## config.mk

```make
export PLATFORM = sky130hd
export DESIGN_NAME = opnd_shifter
export DESIGN_NICKNAME = d
export VERILOG_FILES = /design/src/rtl/opnd_shifter_pkg.sv /design/src/rtl/opnd_shifter_ctrl.sv /design/src/rtl/opnd_shifter_dp.sv /design/src/rtl/opnd_shifter.sv
export SDC_FILE = /design/constraint.sdc
export NUM_CORES = 1
export LEC_CHECK = 0
export BUFFER_PORTS_ARGS = -buffer_cell sky130_fd_sc_hd__buf_2
export CAP_MARGIN = 20
export CORE_UTILIZATION = 30
export DETAILED_ROUTE_END_ITERATION = 6
export SYNTH_ARGS = -nofsm -noshare
export SYNTH_HDL_FRONTEND = slang
export SYNTH_HIERARCHICAL = 1
export SYNTH_SLANG_ARGS = --single-unit
```

## constraint.sdc

```tcl
create_clock -name vclk -period 4.2
set_input_delay 0.84 -clock vclk [all_inputs]
set_output_delay 0.84 -clock vclk [all_outputs]
set_load 0.005 [all_outputs]
```

## src/rtl/opnd_shifter_pkg.sv

```systemverilog
package opnd_shifter_pkg;

  // Operation codes seen on the shiftKind port.
  localparam logic [2:0] KIND_LSL = 3'd0;
  localparam logic [2:0] KIND_LSR = 3'd1;
  localparam logic [2:0] KIND_ASR = 3'd2;
  localparam logic [2:0] KIND_ROR = 3'd3;
  localparam logic [2:0] KIND_RRX = 3'd4;

  // What fills the positions vacated at the top of the right shifter.
  typedef enum logic [1:0] {
    FILL_ZERO = 2'd0,
    FILL_SIGN = 2'd1,
    FILL_WRAP = 2'd2
  } fill_e;

  // Which value drives the result port.
  typedef enum logic [2:0] {
    OUT_PASS  = 3'd0,
    OUT_SHIFT = 3'd1,
    OUT_ZERO  = 3'd2,
    OUT_SIGN  = 3'd3,
    OUT_EXT   = 3'd4
  } outSel_e;

  // Which bit drives the carry-out port.
  typedef enum logic [2:0] {
    CY_IN    = 3'd0,
    CY_PICK  = 3'd1,
    CY_LSB   = 3'd2,
    CY_MSB   = 3'd3,
    CY_CLEAR = 3'd4
  } carrySel_e;

  // Strobes from decode to datapath.
  typedef struct packed {
    outSel_e   outSel;
    carrySel_e carrySel;
    fill_e     fill;
    logic      reverse;
  } shCtrl_t;

endpackage

```

## src/rtl/opnd_shifter_ctrl.sv

```systemverilog
module opnd_shifter_ctrl
  import opnd_shifter_pkg::*;
#(
  parameter int unsigned DATA_W = 32,
  parameter int unsigned AMT_W  = 8,
  localparam int unsigned SH_W  = $clog2(DATA_W)
) (
  input  logic [2:0]       shiftKind,
  input  logic [AMT_W-1:0] shiftAmt,
  output shCtrl_t          ctrl,
  output logic [SH_W-1:0]  shiftBy
);

  localparam logic [AMT_W-1:0] WIDTH_AMT = AMT_W'(DATA_W);

  logic amtZero;
  logic amtInRange;
  logic amtAtWidth;
  logic rotLowZero;

  always_comb begin
    amtZero    = (shiftAmt == '0);
    amtInRange = (shiftAmt < WIDTH_AMT);
    amtAtWidth = (shiftAmt == WIDTH_AMT);
    rotLowZero = (shiftAmt[SH_W-1:0] == '0);
  end

  always_comb begin
    ctrl.outSel   = OUT_PASS;
    ctrl.carrySel = CY_IN;
    ctrl.fill     = FILL_ZERO;
    ctrl.reverse  = 1'b0;
    shiftBy       = shiftAmt[SH_W-1:0];

    unique case (shiftKind)
      KIND_LSL, KIND_LSR: begin
        ctrl.reverse = (shiftKind == KIND_LSL);
        if (amtZero) begin
          ctrl.outSel   = OUT_PASS;
          ctrl.carrySel = CY_IN;
        end else if (amtInRange) begin
          ctrl.outSel   = OUT_SHIFT;
          ctrl.carrySel = CY_PICK;
        end else if (amtAtWidth) begin
          ctrl.outSel   = OUT_ZERO;
          ctrl.carrySel = (shiftKind == KIND_LSL) ? CY_LSB : CY_MSB;
        end else begin
          ctrl.outSel   = OUT_ZERO;
          ctrl.carrySel = CY_CLEAR;
        end
      end
      KIND_ASR: begin
        ctrl.fill = FILL_SIGN;
        if (amtZero) begin
          ctrl.outSel   = OUT_PASS;
          ctrl.carrySel = CY_IN;
        end else if (amtInRange) begin
          ctrl.outSel   = OUT_SHIFT;
          ctrl.carrySel = CY_PICK;
        end else begin
          ctrl.outSel   = OUT_SIGN;
          ctrl.carrySel = CY_MSB;
        end
      end
      KIND_ROR: begin
        ctrl.fill = FILL_WRAP;
        if (amtZero) begin
          ctrl.outSel   = OUT_PASS;
          ctrl.carrySel = CY_IN;
        end else if (rotLowZero) begin
          // full turns: word unchanged, last bit out is the top bit
          ctrl.outSel   = OUT_PASS;
          ctrl.carrySel = CY_MSB;
        end else begin
          ctrl.outSel   = OUT_SHIFT;
          ctrl.carrySel = CY_PICK;
        end
      end
      KIND_RRX: begin
        ctrl.outSel   = OUT_EXT;
        ctrl.carrySel = CY_LSB;
      end
      default: begin
        ctrl.outSel   = OUT_PASS;
        ctrl.carrySel = CY_IN;
      end
    endcase
  end

  // Decode must never request a stage shift by zero: that case is a pass.
  always_comb begin
    if (ctrl.outSel == OUT_SHIFT) begin
      p_shift_nonzero_r7: assert (shiftBy != '0)
        else $error("shift requested with zero stage amount");
    end
  end

endmodule

```

## src/rtl/opnd_shifter_dp.sv

```systemverilog
module opnd_shifter_dp
  import opnd_shifter_pkg::*;
#(
  parameter int unsigned DATA_W = 32,
  localparam int unsigned SH_W  = $clog2(DATA_W)
) (
  input  logic [DATA_W-1:0] opA,
  input  logic              carryIn,
  input  shCtrl_t           ctrl,
  input  logic [SH_W-1:0]   shiftBy,
  output logic [DATA_W-1:0] result,
  output logic              carryOut
);

  function automatic logic [DATA_W-1:0] bitRev(input logic [DATA_W-1:0] v);
    logic [DATA_W-1:0] r;
    for (int i = 0; i < DATA_W; i++) r[i] = v[DATA_W-1-i];
    return r;
  endfunction

  logic [DATA_W-1:0] revIn;
  logic [DATA_W-1:0] stageVal [SH_W+1];
  logic              fillBit;
  logic [DATA_W-1:0] shifted;
  logic [SH_W-1:0]   pickIdx;
  logic              pickBit;

  always_comb begin
    revIn   = ctrl.reverse ? bitRev(opA) : opA;
    fillBit = (ctrl.fill == FILL_SIGN) ? opA[DATA_W-1] : 1'b0;
  end

  assign stageVal[0] = revIn;

  // One right-shift stage per amount bit; stage k moves by 2**k.
  for (genvar k = 0; k < SH_W; k++) begin : g_stage
    localparam int unsigned STEP = 1 << k;
    logic [DATA_W-1:0] moved;
    always_comb begin
      if (ctrl.fill == FILL_WRAP)
        moved = {stageVal[k][STEP-1:0], stageVal[k][DATA_W-1:STEP]};
      else
        moved = {{STEP{fillBit}}, stageVal[k][DATA_W-1:STEP]};
    end
    assign stageVal[k+1] = shiftBy[k] ? moved : stageVal[k];
  end

  always_comb begin
    shifted = ctrl.reverse ? bitRev(stageVal[SH_W]) : stageVal[SH_W];
    pickIdx = shiftBy - SH_W'(1);
    pickBit = revIn[pickIdx];
  end

  always_comb begin
    unique case (ctrl.outSel)
      OUT_SHIFT: result = shifted;
      OUT_ZERO:  result = '0;
      OUT_SIGN:  result = {DATA_W{opA[DATA_W-1]}};
      OUT_EXT:   result = {carryIn, opA[DATA_W-1:1]};
      default:   result = opA;
    endcase
    unique case (ctrl.carrySel)
      CY_PICK:  carryOut = pickBit;
      CY_LSB:   carryOut = opA[0];
      CY_MSB:   carryOut = opA[DATA_W-1];
      CY_CLEAR: carryOut = 1'b0;
      default:  carryOut = carryIn;
    endcase
  end

  // A wrapping shift only permutes bits.
  always_comb begin
    if (ctrl.outSel == OUT_SHIFT && ctrl.fill == FILL_WRAP) begin
      p_rotate_keeps_ones_r5: assert ($countones(result) == $countones(opA))
        else $error("rotate changed the number of set bits");
    end
  end

endmodule

```

## src/rtl/opnd_shifter.sv

```systemverilog
module opnd_shifter
  import opnd_shifter_pkg::*;
#(
  parameter int unsigned DATA_W = 32,
  parameter int unsigned AMT_W  = 8
) (
  input  logic [DATA_W-1:0] opA,
  input  logic [2:0]        shiftKind,
  input  logic [AMT_W-1:0]  shiftAmt,
  input  logic              carryIn,
  output logic [DATA_W-1:0] result,
  output logic              carryOut
);

  localparam int unsigned SH_W = $clog2(DATA_W);

  shCtrl_t         ctrlBus;
  logic [SH_W-1:0] shiftBy;

  opnd_shifter_ctrl #(
    .DATA_W (DATA_W),
    .AMT_W  (AMT_W)
  ) u_ctrl (
    .shiftKind (shiftKind),
    .shiftAmt  (shiftAmt),
    .ctrl      (ctrlBus),
    .shiftBy   (shiftBy)
  );

  opnd_shifter_dp #(
    .DATA_W (DATA_W)
  ) u_dp (
    .opA      (opA),
    .carryIn  (carryIn),
    .ctrl     (ctrlBus),
    .shiftBy  (shiftBy),
    .result   (result),
    .carryOut (carryOut)
  );

  // Port-level checks on the whole path.
  always_comb begin
    if (shiftKind == KIND_LSL && shiftAmt != '0) begin
      p_lsl_low_clear_r2: assert (result[0] == 1'b0)
        else $error("left shift left bit 0 set");
    end
    if (shiftKind == KIND_LSR && shiftAmt != '0) begin
      p_lsr_top_clear_r3: assert (result[DATA_W-1] == 1'b0)
        else $error("logical right shift left top bit set");
    end
    if (shiftKind == KIND_ASR) begin
      p_asr_sign_kept_r4: assert (result[DATA_W-1] == opA[DATA_W-1])
        else $error("arithmetic shift lost the sign");
    end
    if (shiftKind == KIND_RRX) begin
      p_ext_rot_r6: assert (result[DATA_W-1] == carryIn && carryOut == opA[0])
        else $error("extended rotate wrong");
    end
    if (shiftKind <= KIND_ROR && shiftAmt == '0) begin
      p_zero_pass_r7: assert (result == opA && carryOut == carryIn)
        else $error("zero amount did not pass through");
    end
    if (shiftKind > KIND_RRX) begin
      p_spare_pass_r11: assert (result == opA && carryOut == carryIn)
        else $error("spare code did not pass through");
    end
  end

endmodule

```

==> results.toml, run 1 <==
[run_status]
status = "finished with violations"
violations = "setup timing"

[timing]
hold_viol_final = 0
fin_ws_ns = -0.0255
fin_crit_ns = 4.23
setup_viol = 2
tns_ns = -0.0485
drv_slew = 0
rsz0062_at_grt = "yes"
finalCritPeriodShare_pct = 101
fmaxAchievable_mhz = 237
relSlewSlack_pct = 56.6
tightestPinTransition_ns = 0.634

[detailed_routing]
vias_per_cell = 6.64
first_pass_iters = 6
dr_total_vias = 6841
wl_per_cell_um = 23.7
first_iter_violations = 928
wirelength_um = 24500
drc = 0
ant_nets = 0

[worst_setup_path]
critPathRequiredTime_ns = 3.36
worst_path_most_repeated_cell = "buf_2"
endpoint_kind = "primary output"
slowest_delay_ns = 0.51
start_kind = "input pin"
cp_max_fo = 5
cp_cell_sequence = "buf_2 > nor3_4 > buf_12 > mux4_2 > a211o_1 > o211ai_1 > a31oi_1 > o21a_1 > a221oi_1 > o22ai_1 > buf_2"
slowest_stage = "mux4_2"
arrival_ns = 3.39
critPathKind = "in -> out"

[floorplan]
core_area_um2 = 16100
start_util_pct = 31.1
fp.dieH_um = 131
rows = 46
die_area_um2 = 17200
chipWidth_um = 131
ios = 77

[synth]
synth_area_per_cell_um2 = 6.95
synth_nets = 763
synthCells = 718
synthesis.area_um2 = 4990
synth_top_area_share_pct = 14.9
synth_area_leaders = "mux4_2 15%, mux2_2 9.0%, nand2_1 6.2%, mux2i_1 5.6%, nor2_1 5.6%"
yosysTopAreaCell = "mux4_2"
synthDistinctLibCells = 68
yosys_warnings = 6
ys_top_cells_by_count = "83 x nand2_1, 74 x nor2_1, 67 x clkbuf_1"
synth.most_common_cell = "nand2_1"
ys_seq_area_share_pct = 0

[final_layout]
nNetsFinal = 862
fin_util_pct = 40.7
drive_gt1_share_pct = 39.6
seq_area_um2 = 0
seq_cell_count = 0
n_antenna_cell = 0
layout.cells.non_filler = 1031
clock_buffer_count = 0
area_growth_pct = 30.9

[grt]
grt_usage_pct = 27.8
antenna_found_initial = 0
grt_pass1_wl_um = 36200
grt_start_max_net_pins = 34
grt.overflow.total = 0
grt_pass1_vias = 6100

[placed_design]
place_congestion = 1.06
dp_cells = 1027
place_ws_ns = -0.00979
portBuffers = 77
hpwl_um = 18100

[pwr]
design_power_total_mw = 0.993
power.density_nw_per_um2 = 152
p_leak_nw = 2.60
peakVddDrop_uv = 64.2

[worst_hold_path]
worstHoldPathCells = 4
hp-class = "in -> out"

[cts]
post_cts_buffers = 0
ctsHoldBuffers = 0

[flow_run]
drv_cap = 0
==> layout by cell type, fill, tap and decap left out, types with 8 or more instances in the layout <==
cell type / n
a211oi_1: 10
a21o_1: 10
a21oi_1: 33
a221oi_1: 10
a22oi_1: 16
a31oi_1: 19
a32oi_1: 8
buf_12: 13
buf_2: 75
buf_4: 102
mux2_2: 39
mux2i_1: 28
mux4_2: 33
nand2_1: 82
nand2b_1: 9
nand3_1: 24
nand4_1: 8
nor2_1: 71
o211ai_1: 13
o21ai_0: 26
o221ai_1: 9
o22ai_1: 30
==> final cells by class <==
type               count  area [µm²]
repair buffers       198        1550
well taps            216         270
fillers             1675        9520
inverters              8        30.0
multi-input cells    609        4690
==> path summary, 6_finish.rpt <==
check          from    endpoint  slack, ns
max    shiftKind[2]  result[20]      -0.03
min         opA[11]  result[11]       2.17
==> critical path: cells and delay by family <==
family	cells	cell delay (ns)
multiplexers	1	0.51
buffers and inverters	3	0.42
AND/OR/NAND/NOR	1	0.21
AO/OA/AOI/OAI	6	1.38
==> layer usage <==
| metal | GRT usage (%) | share of wire, % |
|---|---|---|
| met5 | 0 | 0 |
| met4 | 12.3 | 5.8 |
| met3 | 3.09 | 9.4 |
| met2 | 44.1 | 45 |
| met1 | 37.7 | 40 |
==> metrics by stage <==
stage / hold WS, ns / area (µm²)
floorplan: 1.82 / 4990
global placement: 2.15 / 6250
detailed placement: 2.16 / 6250
CTS: 2.16 / 6260
global route: 2.18 / 6540
finish: 2.17 / 6540
==> cells by family (layout without fill, tap and decap cells) <==
family                     after synthesis  count (layout)  synth area share [%]
and+or+nand+nor                        246             246                  22.7
adders and majority gates                1               1                 0.251
buffers and inverters                  109             206                  9.95
AOI/OAI and AO/OA                      252             252                  35.8
muxes                                  103             103                  30.0
xor gates and xnor gates                 7               7                  1.23
==> report_power, final <==
part	internal [mW]	switching (mW)	leakage [nW]
clock	0	0	0
sequential	0	0	0
combinational	0.438	0.554	2.60
total	0.438	0.554	2.60
==> what timing repair did <==
action,in CTS,in global routing
cloned,0,4
endpoints found under the setup margin,3,27
pin swaps,1,7
gates resized for setup,3,43
Note: power is estimated with default switching activity, not from simulation.
==> run 2, diff against run 1 <==
--- a/config.mk
+++ b/config.mk
@@ -9,6 +9,7 @@
 export CAP_MARGIN = 20
 export CORE_UTILIZATION = 30
 export DETAILED_ROUTE_END_ITERATION = 6
+export SKIP_LAST_GASP = 1
 export SYNTH_ARGS = -nofsm -noshare
 export SYNTH_HDL_FRONTEND = slang
 export SYNTH_HIERARCHICAL = 1
==> run 2 against run 1 <==
Effect of this change:
- cell area down 0.21%
- non-clock buffer count unchanged
- die area unchanged
- worst hold slack worse by 0.0053 ns
- combinational power about the same
- the flow still finishes with violations (setup timing)
==> results.toml, run 2 (synthesis results as in run 1) <==
[cts]
ctsHoldBuffers = 0
post_cts_buffers = 0

[timing]
setup_viol = 1
fmaxAchievable_mhz = 237
fin_crit_ns = 4.22
relSlewSlack_pct = 55.9
tightestPinTransition_ns = 0.643
finalCritPeriodShare_pct = 101
tns_ns = -0.0246
rsz0062_at_grt = "yes"
hold_viol_final = 0
fin_ws_ns = -0.0246
drv_slew = 0

[placed_design]
place_congestion = 1.06
hpwl_um = 18100
portBuffers = 77

[detailed_routing]
wirelength_um = 24500
first_iter_violations = 924
first_pass_iters = 6
ant_nets = 0
vias_per_cell = 6.62
dr_total_vias = 6825
wl_per_cell_um = 23.8
drc = 0

[final_layout]
clock_buffer_count = 0
multi_input_area_um2 = 4680
seq_area_um2 = 0
nFillCells = 1679
final_cell_mix = "102 x buf_4, 82 x nand2_1, 75 x buf_2"
area_growth_pct = 30.7
n_antenna_cell = 0
seq_cell_count = 0
layout_commonest_cell = "buf_4"
drive_gt1_share_pct = 39.4
fin_util_pct = 40.6
nNetsFinal = 862

[worst_setup_path]
critPathRequiredTime_ns = 3.36
cp_max_fo = 5
critPathKind = "in -> out"
endpoint_kind = "primary output"
start_kind = "input pin"
arrival_ns = 3.38

[grt]
grt_start_max_net_pins = 34
grt.overflow.total = 0
grt_pass1_vias = 6100
grt_usage_pct = 27.8
antenna_found_initial = 0
grt_pass1_wl_um = 36200

[floorplan]
chipWidth_um = 131
die_area_um2 = 17200
fp.dieH_um = 131
core_area_um2 = 16100
ios = 77
rows = 46
start_util_pct = 31.1

[pwr]
design_power_total_mw = 0.990
power.density_nw_per_um2 = 152
p_leak_nw = 2.59
peakVddDrop_uv = 63.8

[run_status]
violations = "setup timing"
status = "finished with violations"

[worst_hold_path]
hp-class = "in -> out"

[flow_run]
drv_cap = 0
==> run 2: cell type report <==
class              instances  share of cell area, %
repair buffers           198                   23.7
well taps                216                   4.14
inverters                  8                  0.460
multi-input cells        609                   71.7
==> run 2: layer usage <==
| layer | vias to the layer above | GRT usage, % | wire, µm | part of all wire, % |
|---|---|---|---|---|
| li1 | 2988 | - | - | - |
| met1 | 3236 | 37.7 | 9470 | 39 |
| met2 | 516 | 44.1 | 11000 | 45 |
| met3 | 85 | 3.09 | 2770 | 11 |
| met4 | 0 | 12.3 | 1300 | 5.3 |
| met5 | - | 0 | 0 | 0 |
==> run 2: per-stage QoR <==
stage          cell area, µm²  setup WS (ns)  std cells  hold slack, ns
6_report                 6530        -0.0246       1031            2.16
4_1_cts                  6260         0.0103       1027            2.16
3_5_place_dp             6250       -0.00979       1027            2.16
5_1_grt                  6530        -0.0693       1031            2.18
3_3_place_gp             6250        -0.0577       1027            2.15
2_1_floorplan            4990          0.110        718            1.82
==> run 2: final timing paths <==
path	startpoint	end	slack, ns	cells past startpoint
min	carryIn	carryOut	2.16	4
max	shiftKind[2]	result[11]	-0.02	11
==> run 2: report_power, final <==
part	switching [mW]	internal (mW)
combinational	0.552	0.437
clock	0	0
sequential	0	0
total	0.552	0.437
==> run 2: critical path, cell delays in order <==
cell	delay, ns
buf_2	0.13
nor3_4	0.21
buf_12	0.15
mux4_2	0.52
a211o_1	0.34
o211ai_1	0.15
a31oi_1	0.21
o21a_1	0.23
a221oi_1	0.31
o22ai_1	0.15
buf_2	0.15
==> run 2: timing repair <==
item	4_1_cts	5_1_grt
gates resized for setup	3	41
cloned	0	4
endpoints found under the setup margin	3	27
pin swaps	1	7
